===== src/rtl/uart_rxe_pkg.sv =====
package uart_rxe_pkg;
  localparam int STAT_W  = 8;
  localparam int BIT_PE  = 2;
  localparam int BIT_OE  = 3;
  localparam int BIT_FE  = 4;
  localparam int BIT_BRK = 5;
  localparam int BIT_RDY = 6;
  localparam int BIT_SUM = 7;
  localparam int N_ERR   = 4;

  // Packed so that bit i lines up with status bit BIT_PE + i.
  typedef struct packed {
    logic brk;
    logic fe;
    logic oe;
    logic pe;
  } err_flags_t;
endpackage


===== src/rtl/rxe_data_buf.sv =====
module rxe_data_buf #(
  parameter int DATA_W = 8
) (
  input  logic              clk,
  input  logic              rst_n,
  input  logic              sw_rst,
  input  logic              accept,
  input  logic [DATA_W-1:0] frm_data,
  input  logic              rd_strobe,
  output logic [DATA_W-1:0] data_q,
  output logic              ready_q,
  output logic              ovr_evt
);
  logic [DATA_W-1:0] data_d;
  logic              ready_d;
  logic              data_en;

  // A frame is an overrun when it lands on unread data.
  assign ovr_evt = accept & ready_q & ~rd_strobe;
  assign data_en = accept;

  always_comb begin
    data_d  = data_q;
    ready_d = ready_q;
    if (data_en)
      data_d = frm_data;
    if (sw_rst)
      ready_d = 1'b0;
    else if (accept)
      ready_d = 1'b1;
    else if (rd_strobe)
      ready_d = 1'b0;
  end

  always_ff @(posedge clk or negedge rst_n) begin
    if (!rst_n) begin
      data_q  <= '0;
      ready_q <= 1'b0;
    end else begin
      data_q  <= data_d;
      ready_q <= ready_d;
    end
  end
endmodule


===== src/rtl/rxe_flag_bank.sv =====
module rxe_flag_bank
  import uart_rxe_pkg::*;
(
  input  logic       clk,
  input  logic       rst_n,
  input  logic       sw_rst,
  input  logic       accept,
  input  logic       par_err,
  input  logic       frm_err,
  input  logic       ovr_evt,
  input  logic       brk_det,
  output err_flags_t flags_q
);
  logic [N_ERR-1:0] set_vec;
  logic [N_ERR-1:0] cur_vec;
  logic [N_ERR-1:0] nxt_vec;

  assign set_vec = {brk_det, accept & frm_err, ovr_evt, accept & par_err};
  assign cur_vec = flags_q;

  // One sticky bit per error source; software reset wins over a set.
  for (genvar i = 0; i < N_ERR; i++) begin : g_flag
    always_comb begin
      if (sw_rst)
        nxt_vec[i] = 1'b0;
      else
        nxt_vec[i] = cur_vec[i] | set_vec[i];
    end
  end

  always_ff @(posedge clk or negedge rst_n) begin
    if (!rst_n)
      flags_q <= '0;
    else
      flags_q <= err_flags_t'(nxt_vec);
  end
endmodule


===== src/rtl/rxe_irq_gate.sv =====
module rxe_irq_gate
  import uart_rxe_pkg::*;
(
  input  err_flags_t flags,
  input  logic       ready,
  input  logic       rx_irq_en,
  input  logic       err_irq_en,
  input  logic       brk_irq_en,
  output logic       summary,
  output logic       rx_irq,
  output logic       err_irq
);
  always_comb begin
    summary = |flags;
    err_irq = summary & err_irq_en;
    rx_irq  = (ready & rx_irq_en) | (flags.brk & brk_irq_en);
  end
endmodule


===== src/rtl/uart_rx_err_ctrl.sv =====
module uart_rx_err_ctrl
  import uart_rxe_pkg::*;
#(
  parameter int DATA_W = 8
) (
  input  logic              clk,
  input  logic              rst_n,
  input  logic              sw_rst,
  input  logic              frm_done,
  input  logic [DATA_W-1:0] frm_data,
  input  logic              par_err,
  input  logic              frm_err,
  input  logic              brk_det,
  input  logic              rd_strobe,
  input  logic              rx_irq_en,
  input  logic              err_irq_en,
  input  logic              brk_irq_en,
  output logic [DATA_W-1:0] rx_data,
  output logic [STAT_W-1:0] status,
  output logic              rx_irq,
  output logic              err_irq
);
  logic [1:0] rst_sync_q;
  logic       core_rst_n;
  logic       accept;
  logic       ready;
  logic       ovr_evt;
  logic       summary;
  err_flags_t flags;

  // Asynchronous assertion, synchronous release.
  always_ff @(posedge clk or negedge rst_n) begin
    if (!rst_n)
      rst_sync_q <= 2'b00;
    else
      rst_sync_q <= {rst_sync_q[0], 1'b1};
  end
  assign core_rst_n = rst_sync_q[1];

  // The frame that carries a break, and every frame after it, is dropped.
  assign accept = frm_done & ~sw_rst & ~flags.brk & ~brk_det;

  rxe_data_buf #(.DATA_W(DATA_W)) u_buf (
    .clk       (clk),
    .rst_n     (core_rst_n),
    .sw_rst    (sw_rst),
    .accept    (accept),
    .frm_data  (frm_data),
    .rd_strobe (rd_strobe),
    .data_q    (rx_data),
    .ready_q   (ready),
    .ovr_evt   (ovr_evt)
  );

  rxe_flag_bank u_flags (
    .clk     (clk),
    .rst_n   (core_rst_n),
    .sw_rst  (sw_rst),
    .accept  (accept),
    .par_err (par_err),
    .frm_err (frm_err),
    .ovr_evt (ovr_evt),
    .brk_det (brk_det),
    .flags_q (flags)
  );

  rxe_irq_gate u_irq (
    .flags      (flags),
    .ready      (ready),
    .rx_irq_en  (rx_irq_en),
    .err_irq_en (err_irq_en),
    .brk_irq_en (brk_irq_en),
    .summary    (summary),
    .rx_irq     (rx_irq),
    .err_irq    (err_irq)
  );

  always_comb begin
    status          = '0;
    status[BIT_SUM] = summary;
    status[BIT_RDY] = ready;
    status[BIT_BRK] = flags.brk;
    status[BIT_FE]  = flags.fe;
    status[BIT_OE]  = flags.oe;
    status[BIT_PE]  = flags.pe;
  end
endmodule


===== config.mk =====
export PLATFORM = sky130hd
export DESIGN_NAME = uart_rx_err_ctrl
export DESIGN_NICKNAME = d
export VERILOG_FILES = /design/src/rtl/uart_rxe_pkg.sv /design/src/rtl/rxe_data_buf.sv /design/src/rtl/rxe_flag_bank.sv /design/src/rtl/rxe_irq_gate.sv /design/src/rtl/uart_rx_err_ctrl.sv
export SDC_FILE = /design/constraint.sdc
export NUM_CORES = 1
export LEC_CHECK = 0
export BUFFER_PORTS_ARGS = -buffer_cell sky130_fd_sc_hd__buf_2
export CORE_MARGIN = 2
export CORE_UTILIZATION = 40
export CTS_CLUSTER_DIAMETER = 120
export DETAILED_ROUTE_END_ITERATION = 10
export PLACE_DENSITY = 0.83
export SYNTH_ARGS = -nofsm -noshare
export SYNTH_HDL_FRONTEND = slang
export SYNTH_SLANG_ARGS = --single-unit

===== constraint.sdc =====
create_clock -name clk -period 1.55 [get_ports clk]
set_input_delay 0.155 -clock clk [delete_from_list [all_inputs] [get_ports clk]]
set_output_delay 0.155 -clock clk [all_outputs]
set_load 0.1 [all_outputs]

# [Yosys cells after proc, flatten, opt, wreduce, memory -nomap -nowiden]
# Cells that the tools add are included.
[word_totals] regBits=15 latch_bits=0 ramBits=0 mem_bits_ro=0 in_bits=19 output_inout_bits=18 word_cells=35 memories=0
[classes] n_addsub=0 multipliers=0 div=0 order_cmp=0 eq_ne=0 n_shift=0 n_mux=7 bitwise=19 n_reduce_logical=2
[ops] operator="1-bit AND" n=10
[ops] operator="1-bit 2-to-1 mux" n=7
[ops] operator="1-bit OR" n=5
[ops] operator="1-bit inverter" n=4
[ops] operator="4-bit OR reduction" n=1
[ops] operator="3-bit nonzero test" n=1

# [Logic depth before layout (Yosys ltp)]
# Gate-level depths: netlist (run 1).
[depth] ltp_word=8 depth_mapped=3 mapped_depth_nobuf=2

# [Cells and area by module]
# A second synthesis (run 1) with hierarchy kept.
[hier_totals] hier_cells=46 area_unflattened_um2=638.1
[modules_own_cells] mod="rxe_data_buf" n_inst=1 cells_each=22 area_per_inst_um2=375.4 seq_area_each_um2=225.2
[modules_own_cells] mod="rxe_flag_bank" n_inst=1 cells_each=12 area_per_inst_um2=132.6 seq_area_each_um2=100.1
[modules_own_cells] mod="uart_rx_err_ctrl" n_inst=1 cells_each=9 area_per_inst_um2=102.6 seq_area_each_um2=50.0
[modules_own_cells] mod="rxe_irq_gate" n_inst=1 cells_each=3 area_per_inst_um2=27.5 seq_area_each_um2=0.0

# [Least setup slack after synthesis (run 1)]
# No wires, ideal clock.
[synth_path] path_kind="register to output" start="reg u_flags.flags_q[3] (netlist name)" end="out err_irq" arrival_ns=1.718 required_ns=1.395 setup_slack_ns=-0.323 path_stages_with_launch=3 cell_sequence="dfrtp_1 or4_4 and2_4"
[synth_via] elab_chain_len=2
[synth_lines] item="start, declared" line_no="rxe_flag_bank.sv:12" source="output err_flags_t flags_q"
[synth_lines] item="start signal, assigned" line_no="rxe_flag_bank.sv:35" source="flags_q <= err_flags_t'(nxt_vec);"
[synth_lines] item="4-bit OR reduction" line_no="rxe_irq_gate.sv:14" source="summary = |flags;"
[synth_lines] item="via summary" line_no="uart_rx_err_ctrl.sv:28" source="logic summary;"
[synth_lines] item="1-bit AND" line_no="rxe_irq_gate.sv:15" source="err_irq = summary & err_irq_en;"
[synth_lines] item="end, declared" line_no="uart_rx_err_ctrl.sv:21" source="output logic err_irq"
# The timed path passes the listed nets, and every way through them passes these cells.

# [Worst setup path in the final report (run 1)]
[layout_path] start="reg u_flags.flags_q[0] (netlist name)" end="out err_irq"
[layout_via] elab_chain_len=2
[layout_lines] item="4-bit OR reduction" line_no="rxe_irq_gate.sv:14"
[layout_lines] item="1-bit AND" line_no="rxe_irq_gate.sv:15"
# Every way passes these cells.

==> impl_metrics.toml, run 1 <==
[clocking]
clockRootBuffer = "clkbuf_4"
insertion_delay_ns = 0.27
postCtsSetupBuffers = 0
cts_buffer_depth = 2
cts_tree = "done"
htree_num_levels = 1
cts_sinks = 15
numCtsBuffers = 3
clk_pin_slew_worst_paths_ns = 0.08

[detailed_routing]
viasPerCell = 4.653
dr.pass1.iters = 4
drtIter0Drc = 1
ant_nets = 0
wl_mm = 1.134
vias = 456
wl_per_cell_microns = 11.57
drc = 0

[die]
rows = 14
die_height_microns = 44.53
io_pins = 37
core_region_area_sq_mm = 0.001524
start_util = 0.4310
die_w_microns = 44.53
floorplan.die_area_sq_mm = 0.001982

[timing]
fin_tns_setup_ns = -0.2824
max_freq_mhz = 589.5
rsz0062_at_grt = "yes"
setup_viol = 2
holdWs_ns = 0.09522
final.period_utilization = 1.094
hold_viol = 0
setup_slack_ns = -0.1464
slew_viol_final = 0
fin_crit_ns = 1.696
skew_ns = 0.006227

[worst_hold_path]
worstHoldPathCells = 2
hp-class = "in -> reg"
min_from = "par_err"
hold_end = "u_flags.flags_q[0]"

[layout]
n_antenna_cell = 0
finalNonFillerCells = 98
layout-drive-gt1-share = 0.6951
area_delta_synth_final_pct = 36.19
layout.nets = 102
fill_cells = 133

[logic_synthesis]
syn_area_per_cell_sq_um = 14.93
syn_inst = 44
ys_ff_latch = 15
syn-cell-area_sq_um = 656.9
yosys_warnings = 0
seq_area_frac_synth = 0.5714
synth_cell_type_count = 17

[power_and_ir_drop]
p_leak_uw = 0.0004769
power.total_uw = 1375
ir_drop_mv = 0.9093
power_density_mw_per_mm2 = 1537

[worst_setup_path]
path_delay_family = "simple AND/OR/NAND/NOR gates"
arrival_ns = 1.54
cp.required_ns = 1.39
r2r_end = "u_buf.data_q[3]"
end_kind = "output port"
crit_path_cell_trace = "or4_4, and2_4, buf_12"
slowest_stage = "dfrtp_4"
crit_fanout = 2
worstSetupStartpointType = "flip-flop"
slowest_delay_ns = 0.48
ff2ff_setup_slack_ns = 0.12
critical_path_class = "reg -> out"
worst-path-buf-inv = 1
reg2reg_depth = 3
r2r-start = "u_flags.flags_q[3]"

[placed_design]
gp_congestion = 0.6308
placed_cells = 93
dp_hpwl_microns = 910.1
port_buffers = 34

[global_route]
antenna_found_initial = 0
grt_overflow_total = 0
grt_pass1_vias = 429
grt_util_all_layers = 0.1315
grt_max_degree = 14
grt_pass1_wl_mm = 1.869

[flow_run]
cap_violations = 0

[status]
violations = "negative setup slack"
outcome = "finished, violations left"
==> where the power goes <==
| group | internal (uW) | switching (uW) | leakage (uW) |
|---|---|---|---|
| sequential | 449 | 36.4 | 0.000179 |
| combinational | 142 | 534 | 0.000280 |
| clock | 95.4 | 119 | 0.0000177 |
| total | 686 | 689 | 0.000477 |
==> cells in the final DEF (no fill, tap or decap) <==
cell type / instances
clkinv_2: 1
mux2_4: 7
buf_4: 3
buf_2: 33
dlygate4sd3_1: 1
buf_12: 1
a22o_1: 2
dfrtp_4: 2
and2_4: 1
or3b_2: 1
or4_4: 1
a22o_2: 1
a21oi_1: 1
a32o_1: 1
nand2b_1: 1
conb_1: 3
nor2_1: 2
dfrtp_2: 2
dfrtp_1: 11
mux2_1: 1
clkbuf_4: 3
inv_1: 2
nor4b_4: 1
==> per-layer routing <==
| metal | vias to the layer above | part of all wire | global-route usage |
|---|---|---|---|
| li1 | 222 | - | - |
| met1 | 210 | 0.43 | 0.1680 |
| met2 | 22 | 0.47 | 0.2145 |
| met3 | 2 | 0.085 | 0.02857 |
| met4 | 0 | 0.0079 | 0.05455 |
| met5 | - | 0 | 0 |
==> Yosys cell counts (all sizes together) <==
master	instances	area [sq um]
nand2b	1	6.260
a32o	1	10.01
nor4b	1	23.77
buf	5	41.29
or3b	1	8.760
mux2	8	116.4
a22o	3	27.53
nor2	2	7.510
conb	2	7.510
inv	2	7.510
and2	1	8.760
dfrtp	15	375.4
a21oi	1	5.000
or4	1	11.26
==> cells by family after synthesis <==
logic type | Yosys count | synth area share
AO/OA/AOI/OAI | 5 | 0.06476
multiplexers | 8 | 0.1771
AND/OR/NAND/NOR | 7 | 0.1010
other | 2 | 0.01143
buffers and inverters | 7 | 0.07429
flip-flops | 15 | 0.5714
==> worst max-delay path by stage <==
| stage | start | endpoint | slack, ns | cells after the start |
|---|---|---|---|---|
| after CTS | u_flags.flags_q[0] | err_irq | -0.17 | 3 |
| after detailed placement | u_flags.flags_q[0] | err_irq | -0.01 | 3 |
| after global placement | u_flags.flags_q[0] | err_irq | -0.004 | 3 |
| final | u_flags.flags_q[0] | err_irq | -0.15 | 3 |
| after floorplan | u_flags.flags_q[0] | err_irq | -0.03 | 2 |
| after global routing | u_flags.flags_q[0] | err_irq | -0.20 | 3 |
==> timing repair <==
item | CTS | global route
hold endpoints to repair | 2 | 0
hold buffers | 1 | 0
setup endpoints to repair | 2 | 2
pin swaps | 2 | 1
resized for setup | 4 | 0
==> final cells by class <==
class                           instances  area [sq um]  area share
Tap cell                               16         20.02     0.02238
Clock buffer                            3         22.52     0.02517
Timing Repair Buffer                   38         217.7      0.2434
Multi-Input combinational cell         23         236.5      0.2643
Sequential cell                        15         385.4      0.4308
Clock inverter                          1         5.005    0.005594
Inverter                                2         7.507    0.008392
==> worst reg2reg max path: stages (launching register included) <==
cell	delay, ns
dfrtp_4	0.52
nor4b_4	0.26
buf_4	0.21
mux2_1	0.33
==> stage by stage <==
stage | utilization | setup slack, ns | area, sq um
after floorplan | - | -0.02924 | 670.6
after global placement | 0.5525 | -0.003626 | 842.1
after detailed placement | 0.5525 | -0.009668 | 842.1
after CTS | 0.5870 | -0.1723 | 894.6
after global routing | 0.5870 | -0.2009 | 894.6
final | 0.5870 | -0.1464 | 894.6
==> state kept, by name (all words and copies together) (netlist names) <==
register / cells
rst_sync_q: 2
u_buf.data_q: 8
u_buf.ready_q: 1
u_flags.flags_q: 4
(Power assumes the default switching activity.)
==> inputs of run 2 (changes only) <==
Settings changed: PLACE_DENSITY 0.83 to 0.74.
==> impl_metrics.toml, run 2 (synthesized netlist as in run 1, its figures left out) <==
[layout]
largest_reg_flops = 8
fill_cells = 141
top_register = "u_buf.data_q"
fin_util = 0.5870
layout-drive-gt1-share = 0.6951
reg_top3 = "u_buf.data_q x8, u_flags.flags_q x4, rst_sync_q x2"
seqCellArea_sq_um = 385.4
final_common_cell = "buf_2"
multi_input_area_sq_um = 236.5
layout.nets = 102
n_antenna_cell = 0
area_delta_synth_final_pct = 36.19
layout_common_cells = "33 x buf_2, 11 x dfrtp_1, 7 x mux2_4"

[die]
rows = 14
start_util = 0.4310
die_w_microns = 44.53
io_pins = 37
die_height_microns = 44.53
floorplan.die_area_sq_mm = 0.001982
core_region_area_sq_mm = 0.001524

[detailed_routing]
wl_mm = 1.281
dr.pass1.iters = 4
ant_nets = 0
drc = 0
wl_per_cell_microns = 13.07
drtIter0Drc = 6
viasPerCell = 4.857
vias = 476

[worst_hold_path]
hp-class = "in -> reg"
hold_end = "u_buf.data_q[3]"
min_from = "frm_data[3]"
worstHoldPathCells = 2

[flow_run]
cap_violations = 0

[timing]
max-slew-margin-rel = 0.6503
setup_slack_ns = -0.1604
fin_crit_ns = 1.710
holdWs_ns = 0.08350
hold_viol = 0
skew_ns = 0.004783
rsz0062_at_grt = "yes"
tightest_slew_ns = 0.5246
max_freq_mhz = 584.6
setup_viol = 2
final.period_utilization = 1.104
fin_tns_setup_ns = -0.3094
slew_viol_final = 0

[worst_setup_path]
slowest_stage = "or4_4"
critical_path_class = "reg -> out"
reg2reg_depth = 3
r2r_end = "u_buf.data_q[3]"
worstSetupStartpointType = "flip-flop"
path_delay_family = "simple AND/OR/NAND/NOR gates"
worst-path-buf-inv = 1
ff2ff_setup_slack_ns = 0.15
slowest_delay_ns = 0.53
crit_fanout = 3
end_kind = "output port"
arrival_ns = 1.56
cp.required_ns = 1.39
crit_path_cell_trace = "or4_4, and2_4, buf_12"
r2r-start = "u_flags.flags_q[3]"

[global_route]
grt_pass1_vias = 464
grt_util_all_layers = 0.1365
grt_pass1_wl_mm = 1.945
grt_max_degree = 14
grt_overflow_total = 0
antenna_found_initial = 0

[clocking]
postCtsSetupBuffers = 0
cts_buffer_depth = 2
numCtsBuffers = 3
insertion_delay_ns = 0.28
cts_sinks = 15
clockRootBuffer = "clkbuf_4"
cts_tree = "done"
htree_num_levels = 1
clk_pin_slew_worst_paths_ns = 0.10

[placed_design]
place_ws_ns = -0.01339
port_buffers = 34
gp_congestion = 0.6968

[status]
outcome = "finished, violations left"
violations = "negative setup slack"

[power_and_ir_drop]
clockPowerShare = 0.162
ir_drop_mv = 0.8367
combPwrFrac = 0.488
power_density_mw_per_mm2 = 1552
netSwitchingFraction = 0.5058
power.total_uw = 1388
p_leak_uw = 0.0004769
seqPwrFrac = 0.351
p_switching_uw = 702.2
intPower_uw = 686.1
-- run 2: cell counts in the layout (fill, tap and decap cells not counted) --
Identical to the previous run, type by type.
-- run 2: power by group through the flow --
stage	Combinational [uW]	Sequential, uW	Clock [uW]
after floorplan	189	877	0
after global placement	664	493	0
after detailed placement	670	495	0
after CTS	680	489	229
after global routing	694	496	249
final	677	487	225
-- run 2: how the worst max path moves through the flow --
stage,start,to,slack [ns],depth (start not counted)
CTS,u_flags.flags_q[0],err_irq,-0.19,3
floorplan,u_flags.flags_q[0],err_irq,-0.03,2
global placement,u_flags.flags_q[0],err_irq,-0.003,3
detailed placement,u_flags.flags_q[0],err_irq,-0.01,3
global route,u_flags.flags_q[0],err_irq,-0.20,3
finish,u_flags.flags_q[1],err_irq,-0.16,3
-- run 2: timing repair --
action | CTS | global route
hold buffers | 1 | 0
endpoints found under the setup margin | 2 | 2
pin swaps | 2 | 1
gates resized for setup | 4 | 0
hold endpoints to repair | 2 | 0
-- run 2: stage by stage --
stage	std cells	cell area, sq um
floorplan	45	670.6
global placement	93	842.1
detailed placement	93	842.1
CTS	98	894.6
global route	98	894.6
finish	98	894.6
-- run 2: layer usage --
layer	up-vias	wire length [microns]	track usage
li1	221	-	-
met1	233	516	0.1649
met2	20	680	0.2290
met3	2	77	0.02449
met4	0	6	0.07273
met5	-	0	0
-- run 2: area by class of cell --
class	count	area share
sequential	15	0.4308
multi-input combinational	23	0.2643
inverter	2	0.008392
clock inverter	1	0.005594
clock buffer	3	0.02517
timing repair buffer	38	0.2434
tap	16	0.02238
==> inputs of run 3 (changes only) <==
Settings changed: CORE_UTILIZATION 40 to 41, PLACE_DENSITY 0.74 to 0.75.
==> impl_metrics.toml, run 3 (synthesized netlist as in run 1, its figures left out) <==
[status]
outcome = "finished, violations left"
violations = "negative setup slack"

[die]
start_util = 0.4360
die_w_microns = 44.03
io_pins = 37
rows = 14
die_height_microns = 44.03
floorplan.die_area_sq_mm = 0.001938
core_region_area_sq_mm = 0.001506

[detailed_routing]
viasPerCell = 4.602
ant_nets = 0
wl_per_cell_microns = 12.61
dr.pass1.iters = 2
drtIter0Drc = 1
vias = 451
drc = 0
wl_mm = 1.236

[clocking]
cts_tree = "done"
numCtsBuffers = 3
postCtsSetupBuffers = 0
clockRootBuffer = "clkbuf_4"
clk_pin_slew_worst_paths_ns = 0.09
cts_sinks = 15
htree_num_levels = 1
cts_buffer_depth = 2
insertion_delay_ns = 0.28

[layout]
finalNonFillerCells = 98
final_common_cell = "buf_2"
layout-drive-gt1-share = 0.6951
top_register = "u_buf.data_q"
layout.nets = 102
design_area_sq_um = 894.6
n_antenna_cell = 0
area_delta_synth_final_pct = 36.19
largest_reg_flops = 8
layout_common_cells = "33 x buf_2, 11 x dfrtp_1, 7 x mux2_4"
reg_top3 = "u_buf.data_q x8, u_flags.flags_q x4, rst_sync_q x2"

[worst_setup_path]
end_kind = "output port"
crit_fanout = 2
cp.required_ns = 1.39
worstSetupStartpointType = "flip-flop"
reg2reg_depth = 3
arrival_ns = 1.56
critical_path_class = "reg -> out"

[timing]
tightest_slew_ns = 0.5265
slew_viol_final = 0
hold_viol = 0
final.period_utilization = 1.106
setup_viol = 2
fin_crit_ns = 1.715
rsz0062_at_grt = "yes"
skew_ns = 0.007508
max-slew-margin-rel = 0.6490
max_freq_mhz = 583.1
holdWs_ns = 0.09265
setup_slack_ns = -0.1650

[power_and_ir_drop]
combPwrFrac = 0.489
p_switching_uw = 698.2
netSwitchingFraction = 0.5043
p_leak_uw = 0.0004769
power_density_mw_per_mm2 = 1548
intPower_uw = 686.4
ir_drop_mv = 0.7700
seqPwrFrac = 0.352
clockPowerShare = 0.159

[global_route]
grt_pass1_wl_mm = 1.952
grt_pass1_vias = 478
grt_overflow_total = 0
grt_max_degree = 14
antenna_found_initial = 0
grt_util_all_layers = 0.1408

[placed_design]
dpl-instance-area_sq_um = 842.1
dp_hpwl_microns = 929.5
gp_congestion = 0.6871
placed_cells = 93
port_buffers = 34

[worst_hold_path]
hp-class = "in -> reg"
worstHoldPathCells = 2

[flow_run]
cap_violations = 0
[run 3: cell counts in the layout (fill, tap and decap cells not counted)]
Identical to the previous run, type by type.
[run 3: final timing paths]
path | end | from | slack (ns)
worst max-delay path | err_irq | u_flags.flags_q[0] | -0.17
worst min-delay path | u_buf.data_q[4] | frm_data[4] | 0.09
worst max register to register | u_buf.data_q[0] | u_flags.flags_q[3] | 0.13
worst min register to register | u_flags.flags_q[3] | rst_sync_q[1] | 0.21
max in group asynchronous | u_flags.flags_q[0] | rst_sync_q[1] | 0.95
min in group asynchronous | rst_sync_q[1] | rst_n | 0.18
[run 3: what timing repair did]
item | 4_1_cts | 5_1_grt
gates resized for setup | 4 | 0
setup endpoints to repair | 2 | 2
hold buffers | 1 | 0
endpoints found under the hold margin | 2 | 0
cloned | 0 | 0
pin swaps | 2 | 1
[run 3: per-stage QoR]
| step | utilization | power (uW) | setup TNS (ns) | setup WS (ns) |
|---|---|---|---|---|
| 3_3_place_gp | 0.5590 | 1157 | -0.002941 | -0.002941 |
| 2_1_floorplan | - | 1066 | -0.05269 | -0.02924 |
| 3_5_place_dp | 0.5590 | 1163 | -0.008188 | -0.008188 |
| 4_1_cts | 0.5939 | 1399 | -0.3596 | -0.1942 |
| 5_1_grt | 0.5939 | 1441 | -0.4070 | -0.2122 |
| 6_report | 0.5939 | 1385 | -0.3155 | -0.1650 |
[run 3: cell type report]
| type | count | area [sq um] |
|---|---|---|
| Tap cell | 16 | 20.02 |
| Clock inverter | 1 | 5.005 |
| Timing Repair Buffer | 38 | 217.7 |
| Clock buffer | 3 | 22.52 |
| Fill cell | 134 | 611.8 |
| Inverter | 2 | 7.507 |
| Multi-Input combinational cell | 23 | 236.5 |
| Sequential cell | 15 | 385.4 |
[run 3: power by group through the flow]
stage | logic, uW | clock network [uW] | registers (uW)
floorplan | 189 | 0 | 877
global placement | 663 | 0 | 493
detailed placement | 669 | 0 | 494
CTS | 680 | 231 | 489
global route | 694 | 251 | 495
finish | 677 | 220 | 488
[run 3: routing by layer]
metal  routed length, microns  GRT usage  share of wire
met1                      497     0.1635           0.40
met2                      617     0.2471           0.50
met3                      121    0.03673          0.098
met4                        0    0.05455              0
met5                        0          0              0
[run 3: critical path: stages (launching register included)]
cell     delay (ns)
dfrtp_4        0.48
or4_4          0.48
and2_4         0.16
buf_12         0.16
